**config.mk**
```make
export PLATFORM = sky130hd
export DESIGN_NAME = wdg_rstctl_top
export DESIGN_NICKNAME = d
export VERILOG_FILES = /design/src/rtl/wdg_pkg.sv /design/src/rtl/wdg_bus_decode.sv /design/src/rtl/wdg_countdown.sv /design/src/rtl/wdg_reset_pulse.sv /design/src/rtl/wdg_rstctl_top.sv
export SDC_FILE = /design/constraint.sdc
export NUM_CORES = 1
export LEC_CHECK = 0
export BUFFER_PORTS_ARGS = -buffer_cell sky130_fd_sc_hd__buf_2
export CAP_MARGIN = 20
export CORE_ASPECT_RATIO = 0.9
export CORE_UTILIZATION = 48
export CTS_CLUSTER_SIZE = 14
export DETAILED_ROUTE_END_ITERATION = 16
export GPL_ROUTABILITY_DRIVEN = 0
export MAX_ROUTING_LAYER = met4
export PLACE_DENSITY = 0.82
export SLEW_MARGIN = 30
export SYNTH_ARGS = -nofsm -noshare
export SYNTH_HDL_FRONTEND = slang
export SYNTH_SLANG_ARGS = --single-unit
```
**constraint.sdc**
```tcl
create_clock -name clk -period 2.2 [get_ports clk]
set_input_delay 0.44 -clock clk [delete_from_list [all_inputs] [get_ports clk]]
set_output_delay 0.44 -clock clk [all_outputs]
set_load 0.01 [all_outputs]
```
**src/rtl/wdg_pkg.sv**
```systemverilog
package wdg_pkg;
  localparam int unsigned DATA_W   = 32;
  localparam int unsigned REG_W    = 24;
  localparam int unsigned CNT_W    = 20;
  localparam logic [7:0]  KEY      = 8'h5A;
  localparam logic [7:0]  OFF_CTRL = 8'h1C;
  localparam logic [7:0]  OFF_STAT = 8'h20;
  localparam logic [7:0]  OFF_CNT  = 8'h24;
  localparam int unsigned ARM_BIT  = 5;
  localparam int unsigned CFG_LO   = 4;
  localparam int unsigned CAUSE_BIT = 5;

  typedef enum logic [1:0] {SEL_NONE, SEL_CTRL, SEL_STAT, SEL_CNT} reg_sel_e;

  function automatic logic key_ok(input logic [DATA_W-1:0] wd);
    return wd[DATA_W-1 -: 8] == KEY;
  endfunction

  function automatic logic [CNT_W-1:0] cnt_step(input logic [CNT_W-1:0] c);
    return (c == '0) ? '0 : c - CNT_W'(1);
  endfunction

  function automatic logic last_tick(input logic [CNT_W-1:0] c);
    return c <= CNT_W'(1);
  endfunction
endpackage

```
**src/rtl/wdg_bus_decode.sv**
```systemverilog
module wdg_bus_decode
  import wdg_pkg::*;
#(
  parameter int unsigned ADDR_W = 8
) (
  input  logic              clk,
  input  logic              rst_n,
  input  logic              valid,
  input  logic              write,
  input  logic [ADDR_W-1:0] addr,
  input  logic [7:0]        key_byte,
  output reg_sel_e          sel,
  output logic              wr_ctrl,
  output logic              wr_stat,
  output logic              wr_cnt
);
  logic wr_ok;

  always_comb begin
    if (addr == ADDR_W'(OFF_CTRL))      sel = SEL_CTRL;
    else if (addr == ADDR_W'(OFF_STAT)) sel = SEL_STAT;
    else if (addr == ADDR_W'(OFF_CNT))  sel = SEL_CNT;
    else                                sel = SEL_NONE;
  end

  assign wr_ok   = valid && write && key_ok({key_byte, 24'h0});
  assign wr_ctrl = wr_ok && (sel == SEL_CTRL);
  assign wr_stat = wr_ok && (sel == SEL_STAT);
  assign wr_cnt  = wr_ok && (sel == SEL_CNT);

  // at most one register is written per request
  a_r3_one_target: assert property (@(posedge clk) disable iff (!rst_n)
    $onehot0({wr_ctrl, wr_stat, wr_cnt}));
endmodule

```
**src/rtl/wdg_countdown.sv**
```systemverilog
module wdg_countdown
  import wdg_pkg::*;
#(
  parameter int unsigned TICK_DIV = 16
) (
  input  logic             clk,
  input  logic             rst_n,
  input  logic             armed,
  input  logic             load,
  input  logic [CNT_W-1:0] load_val,
  output logic [CNT_W-1:0] count_q,
  output logic             tick,
  output logic             expire
);
  localparam int unsigned PRE_W = (TICK_DIV > 1) ? $clog2(TICK_DIV) : 1;
  localparam logic [PRE_W-1:0] PRE_TOP = PRE_W'(TICK_DIV - 1);

  logic [PRE_W-1:0] pre_q;

  always_ff @(posedge clk or negedge rst_n) begin
    if (!rst_n)                pre_q <= '0;
    else if (!armed || load)   pre_q <= '0;
    else if (pre_q == PRE_TOP) pre_q <= '0;
    else                       pre_q <= pre_q + PRE_W'(1);
  end

  assign tick   = armed && !load && (pre_q == PRE_TOP);
  assign expire = tick && last_tick(count_q);

  always_ff @(posedge clk or negedge rst_n) begin
    if (!rst_n)    count_q <= '0;
    else if (load) count_q <= load_val;
    else if (tick) count_q <= cnt_step(count_q);
  end

  a_r4_hold_disarmed: assert property (@(posedge clk) disable iff (!rst_n)
    (!armed && !load) |=> $stable(count_q));
  a_r5_step_one: assert property (@(posedge clk) disable iff (!rst_n)
    (tick && count_q > CNT_W'(1)) |=> (count_q == $past(count_q) - CNT_W'(1)));
  a_r6_reload: assert property (@(posedge clk) disable iff (!rst_n)
    load |=> (count_q == $past(load_val)));
endmodule

```
**src/rtl/wdg_reset_pulse.sv**
```systemverilog
module wdg_reset_pulse #(
  parameter int unsigned PULSE_LEN = 4
) (
  input  logic clk,
  input  logic rst_n,
  input  logic fire,
  output logic req
);
  localparam int unsigned LEN_W = $clog2(PULSE_LEN + 2);

  logic [LEN_W-1:0] left_q;
  logic [LEN_W-1:0] run_q;

  always_ff @(posedge clk or negedge rst_n) begin
    if (!rst_n)              left_q <= '0;
    else if (fire)           left_q <= LEN_W'(PULSE_LEN);
    else if (left_q != '0)   left_q <= left_q - LEN_W'(1);
  end

  assign req = (left_q != '0);

  // observation counter for the width check
  always_ff @(posedge clk or negedge rst_n) begin
    if (!rst_n)   run_q <= '0;
    else if (req) run_q <= run_q + LEN_W'(1);
    else          run_q <= '0;
  end

  a_r7_rise_cause: assert property (@(posedge clk) disable iff (!rst_n)
    $rose(req) |-> $past(fire));
  a_r7_width: assert property (@(posedge clk) disable iff (!rst_n)
    $fell(req) |-> (run_q == LEN_W'(PULSE_LEN)));
endmodule

```
**src/rtl/wdg_rstctl_top.sv**
```systemverilog
module wdg_rstctl_top
  import wdg_pkg::*;
#(
  parameter int unsigned TICK_DIV  = 16,
  parameter int unsigned PULSE_LEN = 4,
  parameter int unsigned ADDR_W    = 8
) (
  input  logic              clk,
  input  logic              por_n,
  input  logic              bus_valid,
  output logic              bus_ready,
  input  logic              bus_write,
  input  logic [ADDR_W-1:0] bus_addr,
  input  logic [31:0]       bus_wdata,
  output logic [31:0]       bus_rdata,
  output logic              rst_req_o
);
  reg_sel_e         sel;
  logic             wr_ctrl, wr_stat, wr_cnt;
  logic [REG_W-1:0] ctrl_q, stat_q, ctrl_d, stat_d;
  logic [CNT_W-1:0] count_q;
  logic             armed, tick, expire;

  wdg_bus_decode #(.ADDR_W(ADDR_W)) u_dec (
    .clk(clk), .rst_n(por_n), .valid(bus_valid), .write(bus_write),
    .addr(bus_addr), .key_byte(bus_wdata[31:24]), .sel(sel),
    .wr_ctrl(wr_ctrl), .wr_stat(wr_stat), .wr_cnt(wr_cnt));

  assign armed = ctrl_q[ARM_BIT];

  wdg_countdown #(.TICK_DIV(TICK_DIV)) u_cnt (
    .clk(clk), .rst_n(por_n), .armed(armed), .load(wr_cnt),
    .load_val(bus_wdata[CNT_W-1:0]), .count_q(count_q), .tick(tick),
    .expire(expire));

  wdg_reset_pulse #(.PULSE_LEN(PULSE_LEN)) u_pulse (
    .clk(clk), .rst_n(por_n), .fire(expire), .req(rst_req_o));

  always_comb begin
    ctrl_d = ctrl_q;
    if (wr_ctrl) ctrl_d = bus_wdata[REG_W-1:0];
    if (expire)  ctrl_d[CFG_LO +: 2] = 2'b00;
    stat_d = stat_q;
    if (wr_stat) stat_d = bus_wdata[REG_W-1:0];
    if (expire)  stat_d[CAUSE_BIT] = 1'b1;
  end

  // only power-on reset touches these; the request output does not
  always_ff @(posedge clk or negedge por_n) begin
    if (!por_n) begin
      ctrl_q <= '0;
      stat_q <= '0;
    end else begin
      ctrl_q <= ctrl_d;
      stat_q <= stat_d;
    end
  end

  assign bus_ready = bus_valid;

  always_comb begin
    unique case (sel)
      SEL_CTRL: bus_rdata = {8'h00, ctrl_q};
      SEL_STAT: bus_rdata = {8'h00, stat_q};
      SEL_CNT:  bus_rdata = {{(32-CNT_W){1'b0}}, count_q};
      default:  bus_rdata = '0;
    endcase
  end

  a_r2_ctrl_guard: assert property (@(posedge clk) disable iff (!por_n)
    !$stable(ctrl_q) |-> $past((bus_valid && bus_write &&
      bus_wdata[31:24] == KEY) || expire));
  a_r2_stat_guard: assert property (@(posedge clk) disable iff (!por_n)
    !$stable(stat_q) |-> $past((bus_valid && bus_write &&
      bus_wdata[31:24] == KEY) || expire));
  a_r7_cfg_clear: assert property (@(posedge clk) disable iff (!por_n)
    expire |=> (ctrl_q[CFG_LO +: 2] == 2'b00));
  a_r8_cause_set: assert property (@(posedge clk) disable iff (!por_n)
    expire |=> stat_q[CAUSE_BIT]);
  a_r4_no_tick_disarmed: assert property (@(posedge clk) disable iff (!por_n)
    !armed |-> !tick);
endmodule

```
==> results by group <==
Setup path
  – Buf+Inv Stages, Crit Path: 4
  – Critical path type: in -> out
  – CP max stage cell: or4_4
  – CP delay by family, top: simple AND/OR/NAND/NOR gates
  – Worst-path maximum fanout: 14
  – CP arrival: 1.94 ns
  – Critical Path RT: 1.76 ns
  – RR Endpoint: u_cnt.count_q[15]
  – Worst setup SP type: input port
  – Reg-to-reg startpoint: u_cnt.pre_q[0]
  – Critical path origin: bus_addr[1]
  – Worst setup EP type: output pin
  – R2R setup slack: 0.13 ns
  – Worst R2R Path Depth: 5
  – CP cell instances: buf_6 > or4_4 > nor4_4 > buf_6 > a222oi_1 > inv_1 > buf_2
  – Max incr delay on CP: 0.57 ns
  – Crit path top cell by count: buf_6

Synth
  – Yosys reg bits: 75
  – Post-synth top area share: 46.6%
  – Cell accounting for the most synthesized area: dfrtp_1
  – Synth unique cells: 53
  – Synth area leaders: dfrtp_1, mux2_2, mux2_4, nand2_1, a22oi_1
  – Post-synthesis cell area: 4030 µm²
  – Count leader, synth: dfrtp_1
  – Most common flop cell mapped by yosys: dfrtp_1
  – EDFF count, synth: 0
  – Yosys warns: 0
  – Seq/Total Area, Yosys: 46.6%
  – Post-synth ARST share: 100%
  – Top post-synthesis cells by count: dfrtp_1, nand2_1, mux2_2, nor2_1
  – Mean Syn Cell Area: 10.6 µm²
  – Cells after Synth: 379

Clock tree
  – Hold buffers post-CTS: 0
  – CTS Buf Count: 9
  – H-Tree Depth: 3
  – Post-CTS Setup Inserts: 0
  – Maximum clock insertion buffer count: 2
  – Worst-Skew Late Latency: 0.35 ns
  – TritonCTS clock tree: done
  – CTS root buffer: clkbuf_8
  – Worst-path clk slew: 0.08 ns
  – Total clock sinks: 75

Cells and area
  – # diodes: 0
  – Nets: 512
  – Layout cells sized above 1: 35.5%
  – Area grow syn2layout: 20.3%
  – Fin util: 59.7%
  – Fillers: 686
  – Final non-filler cell total: 567
  – Final Cell Area: 4840 µm²

Timing
  – Final Cycle Share: 108%
  – Total negative setup slack: -3.47 ns
  – Tmin final: 2.38 ns
  – Worst hold margin: 0.0696 ns
  – Fmax: 0.421 GHz
  – Slew @ Worst Pin: 0.632 ns
  – Hold Vio Cnt, Final: 0
  – Finish-stage setup viols: 24
  – Max_slew headroom: 57.8%
  – Max Clock Skew: 0.00693 ns
  – Unrepaired setup endpoints after global routing: true
  – Pins over their slew limit: 0
  – Final worst setup slack: -0.175 ns

Placement
  – DP Area: 4630 µm²
  – I/O Buffers: 69
  – Detailed placement HPWL: 6600 µm
  – Pre-CTS setup slack: -0.195 ns
  – Dpl cells: 551

Detailed routing
  – Via density: 5.84
  – Drt first pass iters: 5
  – DR vias: 3310
  – Iter 0 DRT Violations: 295
  – Total wire length: 9440 µm
  – ANT nets after route: 0
  – # DRC: 0
  – Post-DR wirelength/cell: 16.7 µm

Global routing
  – First-pass GRT wire length: 15900 µm
  – GRT Overall Usage: 24.2%
  – Total grt overflow: 0
  – Number of global-route vias before repair: 3339
  – Initial antenna violation count: 0
  – Largest net degree at the start of global routing: 76

Pwr
  – Leak: 2.39 nW
  – IR Drop Worst-Case VDD: 0.426 mV
  – Cell area power density: 545 nW/µm²
  – Total Power: 2.64 mW

Die
  – Num ports: 78
  – Chip width: 98.6 µm
  – Initial core utilization: 49.7%
  – Die H: 88.9 µm
  – Core area: 8110 µm²
  – Number of cell rows: 31
  – Die ar.: 8760 µm²

Outcome
  – Failing checks: setup timing
  – Outcome: finished with violations

Worst hold path
  – Hold Crit Class: in -> async

Run
  – Max-capacitance violation count: 0
## worst max path at each step
stage,endpoint,slack [ns],cells past startpoint
6_report,bus_rdata[9],-0.18,7
2_1_floorplan,bus_rdata[10],-0.05,5
4_1_cts,bus_rdata[9],-0.18,7
3_3_place_gp,bus_rdata[9],-0.16,7
3_5_place_dp,bus_rdata[9],-0.19,7
5_1_grt,bus_rdata[18],-0.23,7
## flip-flops by register name, indices dropped and copies added (netlist names)
| signal | flops |
|---|---|
| ctrl_q | 24 |
| stat_q | 24 |
| u_cnt.count_q | 20 |
| u_cnt.pre_q | 4 |
| u_pulse.left_q | 3 |
## metal layers
| metal | wire (µm) | vias to the layer above | GRT usage [%] |
|---|---|---|---|
| met5 | 0 | - | - |
| li1 | - | 1554 | - |
| met2 | 4710 | 120 | 40.8 |
| met3 | 569 | 17 | 5.00 |
| met4 | 159 | 0 | 10.7 |
| met1 | 4010 | 1619 | 28.6 |
## power breakdown
part,internal (mW),total [mW],switching [mW]
logic,0.105,0.240,0.135
clock network,0.467,0.974,0.506
registers,1.41,1.43,0.0178
## worst reg2reg max path: cells and delay by family, from the launching register on
family          cells  cell delay [ns]
simple gates        3             1.16
flops               1             0.40
fa+ha+maj           1             0.27
compound gates      1             0.17
## cells by family after synthesis
logic type,Yosys count,share of synthesized area (%)
multiplexers,51,15.8
adder cells (fa/ha/maj),5,1.55
other,1,0.0931
flip-flops,75,46.6
AO/OA/AOI/OAI,78,13.6
XOR/XNOR,3,0.652
buffers and inverters,39,5.00
AND/OR/NAND/NOR,127,16.6
## cell type report
type                    count  area [µm²]  area share [%]
well taps                  99         124            2.56
clock buffers              12         155            3.20
inverters                   9        33.8           0.697
multi-input cells         272        1990            41.1
flip-flops and latches     75        1880            38.7
repair buffers             96         637            13.1
clock inverters             4        25.0           0.517
## timing repair
action | in CTS | in global routing
pin swaps | 0 | 1
setup endpoints to repair | 24 | 27
resized for setup | 4 | 4
## cell usage in the layout (no fill, tap or decap), drive strengths merged, types with 3 or more instances in the layout
cell and n:
clkbuf 12, a222oi 3, mux2 45, nand4 8
nor4 5, nand3 4, a31oi 8, conb 8
inv 9, nor2 27, a22oi 19, a22o 4
or4 4, ha 5, nand3b 3, a21oi 13
o21ai 9, mux2i 6, nor3 10, dfrtp 75
o21a 5, and3 3, xnor2 3, buf 96
nand4b 4, nand2 48
(Power assumes the default switching activity.)
